===== src/rtl/bm_seq_pkg.sv =====
package bm_seq_pkg;

  typedef enum logic [1:0] {
    OP_EVAL = 2'b00,
    OP_KEEP = 2'b01,
    OP_HALT = 2'b10,
    OP_NOP  = 2'b11
  } op_e;

  typedef enum logic [2:0] {
    ST_IDLE,
    ST_FETCH,
    ST_DECODE,
    ST_REQ,
    ST_RESP
  } st_e;

  localparam int OFF_W   = 6;
  localparam int INSTR_W = 16;

  typedef struct packed {
    logic [1:0]       op;
    logic [1:0]       rsv;
    logic [OFF_W-1:0] dx;
    logic [OFF_W-1:0] dy;
  } instr_t;

endpackage


===== src/rtl/bm_prog_ram.sv =====
module bm_prog_ram #(
  parameter int AW = 6,
  parameter int DW = 16
) (
  input  logic          clk,
  input  logic          wr_en,
  input  logic [AW-1:0] wr_addr,
  input  logic [DW-1:0] wr_data,
  input  logic          rd_en,
  input  logic [AW-1:0] rd_addr,
  output logic [DW-1:0] rd_data
);
  localparam int DEPTH = 1 << AW;

  logic [DW-1:0] mem [DEPTH];

  always_ff @(posedge clk) begin
    if (wr_en) mem[wr_addr] <= wr_data;
  end

  always_ff @(posedge clk) begin
    if (rd_en) rd_data <= mem[rd_addr];
  end
endmodule


===== src/rtl/bm_cand_calc.sv =====
module bm_cand_calc #(
  parameter int VW  = 6,
  parameter int OW  = 6,
  parameter int LIM = 16
) (
  input  logic [1:0][VW-1:0] base,
  input  logic [1:0][OW-1:0] off,
  output logic [1:0][VW-1:0] cand,
  output logic               in_range
);
  localparam int EW = ((VW > OW) ? VW : OW) + 1;

  logic [1:0] axis_ok;

  for (genvar a = 0; a < 2; a++) begin : g_axis
    logic signed [EW-1:0] sum;
    assign sum        = EW'($signed(base[a])) + EW'($signed(off[a]));
    assign axis_ok[a] = (sum >= -LIM) && (sum <= LIM);
    assign cand[a]    = sum[VW-1:0];
  end

  assign in_range = &axis_ok;
endmodule


===== src/rtl/bm_best_track.sv =====
module bm_best_track #(
  parameter int VW = 6,
  parameter int SW = 16
) (
  input  logic          clk,
  input  logic          rst_n,
  input  logic          init,
  input  logic          ev_valid,
  input  logic [VW-1:0] ev_x,
  input  logic [VW-1:0] ev_y,
  input  logic [SW-1:0] ev_sad,
  input  logic          commit,
  output logic [VW-1:0] com_x,
  output logic [VW-1:0] com_y,
  output logic [SW-1:0] com_sad
);
  logic [VW-1:0] pend_x, pend_y;
  logic [SW-1:0] pend_sad;

  always_ff @(posedge clk or negedge rst_n) begin
    if (!rst_n) begin
      pend_x   <= '0;
      pend_y   <= '0;
      pend_sad <= '1;
    end else if (init) begin
      pend_x   <= '0;
      pend_y   <= '0;
      pend_sad <= '1;
    end else if (ev_valid && (ev_sad < pend_sad)) begin
      pend_x   <= ev_x;
      pend_y   <= ev_y;
      pend_sad <= ev_sad;
    end
  end

  always_ff @(posedge clk or negedge rst_n) begin
    if (!rst_n) begin
      com_x   <= '0;
      com_y   <= '0;
      com_sad <= '1;
    end else if (init) begin
      com_x   <= '0;
      com_y   <= '0;
      com_sad <= '1;
    end else if (commit) begin
      com_x   <= pend_x;
      com_y   <= pend_y;
      com_sad <= pend_sad;
    end
  end

  // a commit never makes the stored best worse
  assert_commit_monotone_R6: assert property (@(posedge clk) disable iff (!rst_n)
    (commit && !init) |=> (com_sad <= $past(com_sad)));

  // the pending SAD only moves down until the next init
  assert_pending_monotone_R5: assert property (@(posedge clk) disable iff (!rst_n)
    (!init && !$past(init)) |-> (pend_sad <= $past(pend_sad)));
endmodule


===== src/rtl/bm_search_seq.sv =====
module bm_search_seq
  import bm_seq_pkg::*;
#(
  parameter int AW  = 6,
  parameter int VW  = 6,
  parameter int SW  = 16,
  parameter int LIM = 16
) (
  input  logic          clk,
  input  logic          rst_n,
  input  logic          prog_we,
  input  logic [AW-1:0] prog_addr,
  input  logic [15:0]   prog_data,
  input  logic          start,
  output logic          busy,
  output logic          done,
  output logic          done_pulse,
  output logic          req_valid,
  input  logic          req_ready,
  output logic [VW-1:0] req_x,
  output logic [VW-1:0] req_y,
  input  logic          resp_valid,
  output logic          resp_ready,
  input  logic [SW-1:0] resp_sad,
  output logic [VW-1:0] best_x,
  output logic [VW-1:0] best_y,
  output logic [SW-1:0] best_sad
);
  localparam logic [AW-1:0] PC_LAST = '1;

  st_e               st;
  logic [AW-1:0]     pc;
  logic [INSTR_W-1:0] rd_word;
  instr_t            instr;
  op_e               op;
  logic              rsv_set;
  logic [1:0][VW-1:0] cand;
  logic              cand_ok;
  logic              adv, fin, init, ev_valid, commit;

  bm_prog_ram #(.AW(AW), .DW(INSTR_W)) u_ram (
    .clk     (clk),
    .wr_en   (prog_we),
    .wr_addr (prog_addr),
    .wr_data (prog_data),
    .rd_en   (st == ST_FETCH),
    .rd_addr (pc),
    .rd_data (rd_word)
  );

  assign instr   = instr_t'(rd_word);
  assign rsv_set = |instr.rsv;
  assign op      = rsv_set ? OP_NOP : op_e'(instr.op);

  bm_cand_calc #(.VW(VW), .OW(OFF_W), .LIM(LIM)) u_cand (
    .base     ({best_y, best_x}),
    .off      ({instr.dy, instr.dx}),
    .cand     (cand),
    .in_range (cand_ok)
  );

  always_comb begin
    adv = 1'b0;
    if (st == ST_DECODE) begin
      case (op)
        OP_EVAL: adv = !cand_ok;
        OP_HALT: adv = 1'b0;
        default: adv = 1'b1;
      endcase
    end else if (st == ST_RESP) begin
      adv = resp_valid;
    end
  end

  assign fin      = ((st == ST_DECODE) && (op == OP_HALT)) || (adv && (pc == PC_LAST));
  assign init     = (st == ST_IDLE) && start;
  assign ev_valid = (st == ST_RESP) && resp_valid;
  assign commit   = (st == ST_DECODE) && (op == OP_KEEP);

  bm_best_track #(.VW(VW), .SW(SW)) u_best (
    .clk      (clk),
    .rst_n    (rst_n),
    .init     (init),
    .ev_valid (ev_valid),
    .ev_x     (req_x),
    .ev_y     (req_y),
    .ev_sad   (resp_sad),
    .commit   (commit),
    .com_x    (best_x),
    .com_y    (best_y),
    .com_sad  (best_sad)
  );

  always_ff @(posedge clk or negedge rst_n) begin
    if (!rst_n) begin
      st         <= ST_IDLE;
      pc         <= '0;
      done       <= 1'b0;
      done_pulse <= 1'b0;
      req_x      <= '0;
      req_y      <= '0;
    end else begin
      done_pulse <= 1'b0;
      if (fin) begin
        st         <= ST_IDLE;
        done       <= 1'b1;
        done_pulse <= 1'b1;
      end else if (adv) begin
        pc <= pc + AW'(1);
        st <= ST_FETCH;
      end else begin
        case (st)
          ST_IDLE: if (start) begin
            pc   <= '0;
            done <= 1'b0;
            st   <= ST_FETCH;
          end
          ST_FETCH: st <= ST_DECODE;
          ST_DECODE: if (op == OP_EVAL && cand_ok) begin
            req_x <= cand[0];
            req_y <= cand[1];
            st    <= ST_REQ;
          end
          ST_REQ: if (req_ready) st <= ST_RESP;
          default: ;
        endcase
      end
    end
  end

  assign busy       = (st != ST_IDLE);
  assign req_valid  = (st == ST_REQ);
  assign resp_ready = (st == ST_RESP);

  // request held stable under back-pressure
  assert_req_hold_R3: assert property (@(posedge clk) disable iff (!rst_n)
    (req_valid && !req_ready) |=> (req_valid && $stable(req_x) && $stable(req_y)));

  // no request leaves the search window
  assert_req_window_R4: assert property (@(posedge clk) disable iff (!rst_n)
    req_valid |-> ($signed(req_x) >= -LIM && $signed(req_x) <= LIM &&
                   $signed(req_y) >= -LIM && $signed(req_y) <= LIM));

  // done and busy never together; pulse lasts one cycle
  assert_done_idle_R7: assert property (@(posedge clk) disable iff (!rst_n)
    done |-> !busy);
  assert_pulse_single_R7: assert property (@(posedge clk) disable iff (!rst_n)
    done_pulse |=> !done_pulse);

  // busy only rises from an accepted start
  assert_busy_from_start_R2: assert property (@(posedge clk) disable iff (!rst_n)
    $rose(busy) |-> $past(start));

  // awaiting a response excludes an open request
  assert_resp_excl_R11: assert property (@(posedge clk) disable iff (!rst_n)
    resp_ready |-> !req_valid);
  assert_resp_after_req_R11: assert property (@(posedge clk) disable iff (!rst_n)
    $rose(resp_ready) |-> $past(req_valid && req_ready));
endmodule


===== config.mk =====
export PLATFORM = sky130hd
export DESIGN_NAME = bm_search_seq
export DESIGN_NICKNAME = d
export VERILOG_FILES = /design/src/rtl/bm_seq_pkg.sv /design/src/rtl/bm_prog_ram.sv /design/src/rtl/bm_cand_calc.sv /design/src/rtl/bm_best_track.sv /design/src/rtl/bm_search_seq.sv
export SDC_FILE = /design/constraint.sdc
export NUM_CORES = 1
export LEC_CHECK = 0
export BUFFER_PORTS_ARGS = -buffer_cell sky130_fd_sc_hd__clkbuf_2
export CORE_AREA = 2 2 286 288
export DETAILED_ROUTE_END_ITERATION = 8
export DIE_AREA = 0 0 288 290
export PLACE_DENSITY = 0.81
export SYNTH_ARGS = -nofsm -noshare
export SYNTH_HDL_FRONTEND = slang
export SYNTH_SLANG_ARGS = --single-unit

===== constraint.sdc =====
create_clock -name clk -period 4.8 [get_ports clk]
set_input_delay 0.24 -clock clk [delete_from_list [all_inputs] [get_ports clk]]
set_output_delay 0.24 -clock clk [all_outputs]
set_load 0.005 [all_outputs]

==> results of run 1 <==
[worst max-delay path by stage]
stage	to	slack, ps	cells past startpoint	from
after floorplan	req_x[0]	1490	11	u_best.com_x[0]
after global placement	req_y[5]	1160	10	u_best.com_x[0]
after detailed placement	req_x[5]	1140	10	u_best.com_x[0]
after CTS	req_x[5]	1120	10	u_best.com_x[0]
after global routing	req_x[5]	970	10	u_best.com_x[0]
final	req_x[5]	1070	10	u_best.com_x[0]
[power groups by stage]
stage / Clock [uW] / Sequential, uW / Combinational, uW
finish: 8050 / 11400 / 5340
global route: 8490 / 11500 / 5620
CTS: 8150 / 11400 / 5370
detailed placement: 0 / 11600 / 5230
global placement: 0 / 11600 / 5080
floorplan: 0 / 11300 / 3720
[cell type report]
cell class	count	area, um2	share of cell area, %
Tap cell	1060	1330	2.67
Sequential cell	1119	33300	67.0
Timing Repair Buffer	208	1570	3.16
Clock buffer	129	2760	5.56
Antenna cell	3	7.51	0.0151
Inverter	20	75.1	0.151
Clock inverter	61	549	1.11
Multi-Input combinational cell	731	10100	20.4
[flip-flops by register name (all words and copies together) (netlist names)]
name / flops
u_best.pend_sad: 16
req_x: 6
done: 1
u_best.pend_y: 6
u_best.com_x: 6
u_ram.mem: 1024
done_pulse: 1
pc: 6
u_ram.rd_data: 16
req_y: 6
u_best.com_sad: 16
u_best.pend_x: 6
u_best.com_y: 6
st: 3
[kinds of logic (layout without fill, tap and decap cells)]
logic type	Yosys count	count (layout)	share of synthesized area, %
AOI/OAI and AO/OA	96	96	1.57
xor gates and xnor gates	10	10	0.200
adders and majority gates	30	30	0.891
buffers and inverters	126	418	1.15
DFF	1119	1119	75.8
muxes	362	362	18.0
other	0	3	0
and+or+nand+nor	233	233	2.36
[per-stage QoR]
| stage | total power (uW) | setup slack (ps) | cells |
|---|---|---|---|
| after global placement | 16700 | 1160 | 3116 |
| after detailed placement | 16900 | 1140 | 3116 |
| after global routing | 25600 | 966 | 3328 |
| after CTS | 25000 | 1120 | 3325 |
| final | 24800 | 1070 | 3331 |
| after floorplan | 15100 | 1490 | 1976 |
[layout by cell type, fill, tap and decap left out, types with 7 or more instances in the layout]
cell type         n
dfstp_2          32
buf_4            87
clkinv_2         20
clkbuf_16       107
a21oi_1          19
clkbuf_1         22
nand3_1          14
ha_1             28
clkinv_1         22
nor3_1            9
clkbuf_2         85
dlygate4sd3_1    20
o21ai_0          13
buf_12           14
bufinv_16         7
mux2i_1          14
o211ai_1         32
nor2_1           96
mux2_4           10
mux4_2          336
inv_1            20
edfxtp_1       1040
dfrtp_1          43
nand2_1          71
[layer usage]
metal  vias to the layer above  global-route usage, %  wire [um]
li1                       8674                      -          -
met5                         -                      0         63
met1                     11600                   33.9      38100
met3                       281                   6.15      10700
met4                        10                   8.92       3980
met2                      1442                   44.0      55000
[tightest hold or removal path, stage by stage]
cell and delay (ps):
clkbuf_2 120, nor2_1 120, a2111o_1 120, nand3_1 70
[repair_timing]
action,CTS,global route
endpoints found under the hold margin,65,15
hold buffers,19,1
setup endpoints to repair,0,0
==> run_results.csv, run 1 <==
group,metric,value,unit
cts,worst_skew_pair.late_latency,690,ps
hold_path,hold_depth,4,
sta,rsz0062_at_grt,"false",
sta,skew,47.4,ps
yosys,synth_top_area_share,71.2,%
outcome,status,"completed",
power_and_ir_drop,switchingPower,6660,uW
drt,drt.antenna.violating_nets,0,
floorplan,rows,104,
power_and_ir_drop,combPwrFrac,21.5,%
cts,clkSlewWorstSetupHoldPaths,60,ps
floorplan,start_util,54.7,%
power_and_ir_drop,power_density,500,mW/mm2
power_and_ir_drop,leakage,0.0160,uW
job,maxCapViolations,0,
sta,max_slew_margin,9.43,%
drt,wl_per_cell,32.4,um
critical_path,path_buf_inv,0,
floorplan,die_h,290,um
critical_path,r2r_start,"u_best.com_x[0]",
critical_path,cp.required,5350,ps
global_route,grt_pass1_wl,156,mm
yosys,syn_nets,2050,
yosys,synthTopCellsByCount,"edfxtp_1 (1,040), mux4_2 (336), nor2_1 (96)",
floorplan,die_area,0.0835,mm2
cts,cts_num_sinks,1119,
power_and_ir_drop,swShare,26.8,%
yosys,yosysMostFrequentCell,"edfxtp_1",
power_and_ir_drop,seq_power_share,46.1,%
hold_path,hp-start,"start",
yosys,yosysTopAreaCell,"edfxtp_1",
critical_path,crit_type,"register to register",
drt,wirelength,108,mm
critical_path,startpoint_type,"register",
cells_and_area,synthToLayoutAreaGrowth,13.3,%
cts,cts_tree,"built",
cts,cts_inserted_buffers,106,
yosys,syn_inst,1976,
cells_and_area,fin_nets,2260,
hold_path,hold_class,"input port to register",
floorplan,dieWidth,288,um
global_route,overflow,0,
global_route,antenna_found_initial,5,
cells_and_area,fillCellCount,5194,
yosys,yosys_warnings,0,
drt,avgViaCountPerCell,6.61,
place,io_buffers,88,
yosys,synth_top_cells_by_area,"edfxtp_1 (71%), mux4_2 (17%), dfrtp_1 (2.7%)",
sta,drv_slew,0,
yosys,yosysSeqAreaShare,75.8,%
cts,clockBufferDepth,3,
sta,fmax,0.268,GHz
floorplan,core_area,0.0802,mm2
drt,first_pass_iters,8,
critical_path,timing.rr.end,"req_x[5]",
floorplan,pin_count,89,
place,post_dp_cell_area,0.0461,mm2
critical_path,critPathCaptureType,"register",
global_route,grt_pass1_vias,22900,
sta,timing.final.crit_share,77.8,%
cells_and_area,utilization,62.0,%
power_and_ir_drop,p_clk_share,32.4,%
hold_path,whs_endpoint,"st[0]",
sta,hold_viol_final,0,
critical_path,path_delay_family,"simple AND/OR/NAND/NOR gates",
yosys,syn_area,0.0438,mm2
place,post-dp-hpwl,56.6,mm
yosys,synth-seq-cells,1119,
critical_path,slowest_delay,500,ps
power_and_ir_drop,internal-power,18200,uW
critical_path,slowest_stage,"fa_1",
yosys,syn_area_per_cell,22.2,um2
cts,ctsHtreeMaxLevel,3,
critical_path,crit_arrival,4280,ps
critical_path,worstPathMaxFanout,12,
critical_path,rr_worst_depth,10,
sta,fin_tns_setup,0,ps
yosys,async_reset_ff_share,7.06,%
critical_path,r2r_slack,1070,ps
drt,drc,0,
critical_path,crit_chain,"ha_1 > fa_1 > or3b_1 > or4_1 > nand4_1 > and4_1 > o221ai_2 > or3_4 > nor2_4 > mux2_2",
yosys,synthFlopType,"edfxtp_1",
power_and_ir_drop,peakVddDrop,0.377,mV
sta,min_period,3730,ps
drt,vias,22000,
place,routabilityCongestion,0.821,
global_route,grt_util_all_layers,26.2,%
cts,postCtsSetupBuffers,0,
global_route,grt_start_max_net_pins,80,
sta,worst_pin_slew,1360,ps
cells_and_area,drive_gt1_share,32.3,%
yosys,synth-edff-count,1040,
cts,cts_resized,0,
yosys,ys_types,58,
sta,whs,50.6,ps
cts,cts-root-buf,"clkbuf_16",
cells_and_area,design_area,0.0497,mm2
sta,finalSetupViolations,0,
drt,drt_iter0_markers,2868,
Note: power is estimated with default switching activity, not from simulation.
==> run 2, diff against run 1 <==
--- a/config.mk
+++ b/config.mk
@@ -5,10 +5,11 @@
 export SDC_FILE = /design/constraint.sdc
 export NUM_CORES = 1
 export LEC_CHECK = 0
+export ABC_AREA = 1
 export BUFFER_PORTS_ARGS = -buffer_cell sky130_fd_sc_hd__clkbuf_2
-export CORE_AREA = 2 2 286 288
+export CORE_AREA = 2 2 290 292
 export DETAILED_ROUTE_END_ITERATION = 8
-export DIE_AREA = 0 0 288 290
+export DIE_AREA = 0 0 292 294
 export PLACE_DENSITY = 0.81
 export SYNTH_ARGS = -nofsm -noshare
 export SYNTH_HDL_FRONTEND = slang
==> constraint.sdc (replaced) <==
create_clock -name clk -period 3.9 [get_ports clk]
set_input_delay 0.195 -clock clk [delete_from_list [all_inputs] [get_ports clk]]
set_output_delay 0.195 -clock clk [all_outputs]
set_load 0.005 [all_outputs]
==> run 2 against run 1 <==
Net effect: global-route usage is 1.4 points higher; power grew 40%; critical path type unchanged; clock skew is 24 ps lower; synthesized cell count increased by 80%; fmax increased by 10%; cell area increased by 2.0%; worst hold slack gained 75 ps; routed wire length grew 11%; combinational power rose by 99%; register-to-register slack worse by 560 ps; die area up 2.8%.
==> run_results.csv, run 2 <==
group,metric,value,unit
yosys,yosys_warnings,0,
floorplan,rows,106,
yosys,synth_top_cells_by_area,"edfxtp_1 (69%), o21ai_0 (6.8%), nor2_1 (5.9%)",
hold_path,hp-start,"start",
yosys,async_reset_ff_share,7.06,%
drt,drc,0,
yosys,yosysMostFrequentCell,"edfxtp_1",
critical_path,crit_arrival,3910,ps
critical_path,crit_type,"register to register",
sta,worst_pin_slew,1030,ps
power_and_ir_drop,peakVddDrop,0.661,mV
yosys,yosysSeqAreaShare,73.6,%
critical_path,startpoint,"pc[0]",
critical_path,critPathCaptureType,"register",
cts,clkSlewWorstSetupHoldPaths,60,ps
critical_path,path_delay_family,"buffers and inverters",
critical_path,r2r_start,"pc[0]",
sta,fin_tns_setup,0,ps
global_route,grt_util_all_layers,27.6,%
global_route,grt_pass1_wl,179,mm
sta,fmax,0.295,GHz
floorplan,start_util,54.5,%
critical_path,slowest_stage,"o221ai_1",
place,routabilityCongestion,0.902,
power_and_ir_drop,power_density,688,mW/mm2
outcome,status,"completed",
cells_and_area,drive_gt1_share,12.4,%
sta,drv_slew,0,
drt,drt.antenna.violating_nets,0,
yosys,synthTopCellsByCount,"edfxtp_1 (1,040), nor2_1 (709), o21ai_0 (612)",
floorplan,dieWidth,292,um
drt,drt_iter0_markers,4624,
critical_path,crit_chain,"inv_16 > buf_4 > o21ai_0 > o22ai_1 > nor2_1 > o221ai_1 > nand3_1 > nand2_1",
hold_path,hold_class,"input port to register",
sta,skew,23.8,ps
critical_path,worstPathMaxFanout,231,
cts,cts-root-buf,"clkbuf_16",
yosys,ys_types,45,
global_route,overflow,0,
place,post-dp-hpwl,68.5,mm
sta,max_slew_margin,31.2,%
place,io_buffers,88,
global_route,grt_pass1_vias,29700,
drt,wirelength,120,mm
yosys,syn_inst,3558,
floorplan,die_area,0.0858,mm2
cts,cts_inserted_buffers,107,
sta,rsz0062_at_grt,"false",
floorplan,die_h,294,um
yosys,synth-edff-count,1040,
critical_path,cp.required,4410,ps
sta,finalSetupViolations,0,
job,maxCapViolations,0,
cells_and_area,synthToLayoutAreaGrowth,12.1,%
drt,avgViaCountPerCell,6.40,
cells_and_area,top_register,"u_ram.mem",
yosys,yosysTopAreaCell,"edfxtp_1",
hold_path,hold_depth,6,
cts,ctsHtreeMaxLevel,3,
drt,vias,30900,
yosys,synthFlopType,"edfxtp_1",
cts,worst_skew_pair.late_latency,680,ps
critical_path,worstSetupPathDepth,8,
power_and_ir_drop,leakage,0.0172,uW
cells_and_area,final_common_cell,"edfxtp_1",
critical_path,rr_worst_depth,8,
yosys,syn_area,0.0452,mm2
sta,timing.final.crit_share,87.0,%
place,dpl_worst_slack,714,ps
floorplan,core_area,0.0829,mm2
drt,first_pass_iters,6,
yosys,synth-seq-cells,1119,
drt,wl_per_cell,24.9,um
sta,whs,125,ps
cells_and_area,fin_nets,3735,
yosys,syn_nets,3632,
sta,min_period,3390,ps
global_route,antenna_found_initial,3,
critical_path,startpoint_type,"register",
critical_path,path_buf_inv,2,
cts,cts_num_sinks,1119,
cells_and_area,largest_reg_flops,1024,
floorplan,pin_count,89,
sta,hold_viol_final,0,
yosys,syn_area_per_cell,12.7,um2
critical_path,slowest_delay,580,ps
yosys,synth_top_area_share,69.1,%
cts,clockBufferDepth,3,
cts,cts_tree,"built",
cells_and_area,layout_common_cells,"edfxtp_1 (1,040), nor2_1 (709), o21ai_0 (612)",
sta,fin_ws,507,ps
global_route,grt_start_max_net_pins,232,
-- run 2: cell count changes in the layout (fill, tap and decap cells not counted), moves of 14 or more --
cell,change
nor2_1,+613
o21ai_0,+599
buf_4,+35
mux4_2,-336
o21ai_1,+43
o22ai_1,+266
inv_1,+42
nand3_1,+79
mux2i_1,-14
o221ai_1,+44
nand2_1,+106
-- run 2: area by class of cell --
class | count | area, um2
Antenna cell | 4 | 10.0
Clock buffer | 123 | 2760
Clock inverter | 73 | 596
Fill cell | 5834 | 32200
Inverter | 73 | 298
Multi-Input combinational cell | 2118 | 10600
Sequential cell | 1119 | 33300
Tap cell | 1080 | 1350
Timing Repair Buffer | 242 | 1800
-- run 2: logic make-up after synthesis --
family	Yosys count	share of synthesized area (%)
AND/OR/NAND/NOR	1047	9.44
AO/OA/AOI/OAI	1037	12.9
buffers and inverters	321	3.12
adder cells (fa/ha/maj)	30	0.864
flip-flops	1119	73.6
XOR/XNOR	4	0.0775
-- run 2: routing by layer --
| metal | global-route usage, % | routed length [um] | up-vias | part of all wire [%] |
|---|---|---|---|---|
| met5 | 0 | 0 | - | 0 |
| met4 | 13.4 | 5930 | 0 | 4.9 |
| met3 | 6.37 | 15000 | 373 | 12 |
| met2 | 43.5 | 55800 | 2255 | 46 |
| met1 | 36.5 | 43400 | 14900 | 36 |
| li1 | - | - | 13400 | - |
-- run 2: final timing paths --
kind	endpoint	slack (ps)
worst max-delay path	u_ram.rd_data[10]	510
worst min-delay path	u_best.com_sad[0]	130
worst max register to register	u_ram.rd_data[10]	510
worst min register to register	u_best.com_sad[0]	470
max in group asynchronous	req_x[2]	2990
min in group asynchronous	pc[1]	150
-- run 2: metrics by stage --
step | instance area [um2] | total power (uW) | instances | util (%)
5_1_grt | 50700 | 36300 | 4831 | 61.1
6_report | 50700 | 34800 | 4832 | 61.1
3_3_place_gp | 47100 | 24400 | 4611 | 56.8
3_5_place_dp | 47100 | 24700 | 4611 | 56.8
4_1_cts | 50700 | 34600 | 4828 | 61.1
2_1_floorplan | 45200 | 21000 | 3558 | -
-- run 2: where the power goes --
group | leakage, uW | internal [uW] | switching (uW)
Sequential | 0.0103 | 13900 | 456
Clock | 0.00163 | 5650 | 4300
Combinational | 0.00522 | 3100 | 7460
-- run 2: worst reg2reg max path: stages (launching register included) --
cell	delay (ps)
dfrtp_4	570
inv_16	570
buf_4	500
o21ai_0	120
o22ai_1	190
nor2_1	100
o221ai_1	580
nand3_1	410
nand2_1	190
-- run 2: what timing repair did --
item | CTS | global route
gates resized for setup | 0 | 0
buffers inserted | 0 | 0
endpoints found under the setup margin | 0 | 0
hold endpoints to repair | 55 | 0
hold buffers | 21 | 0
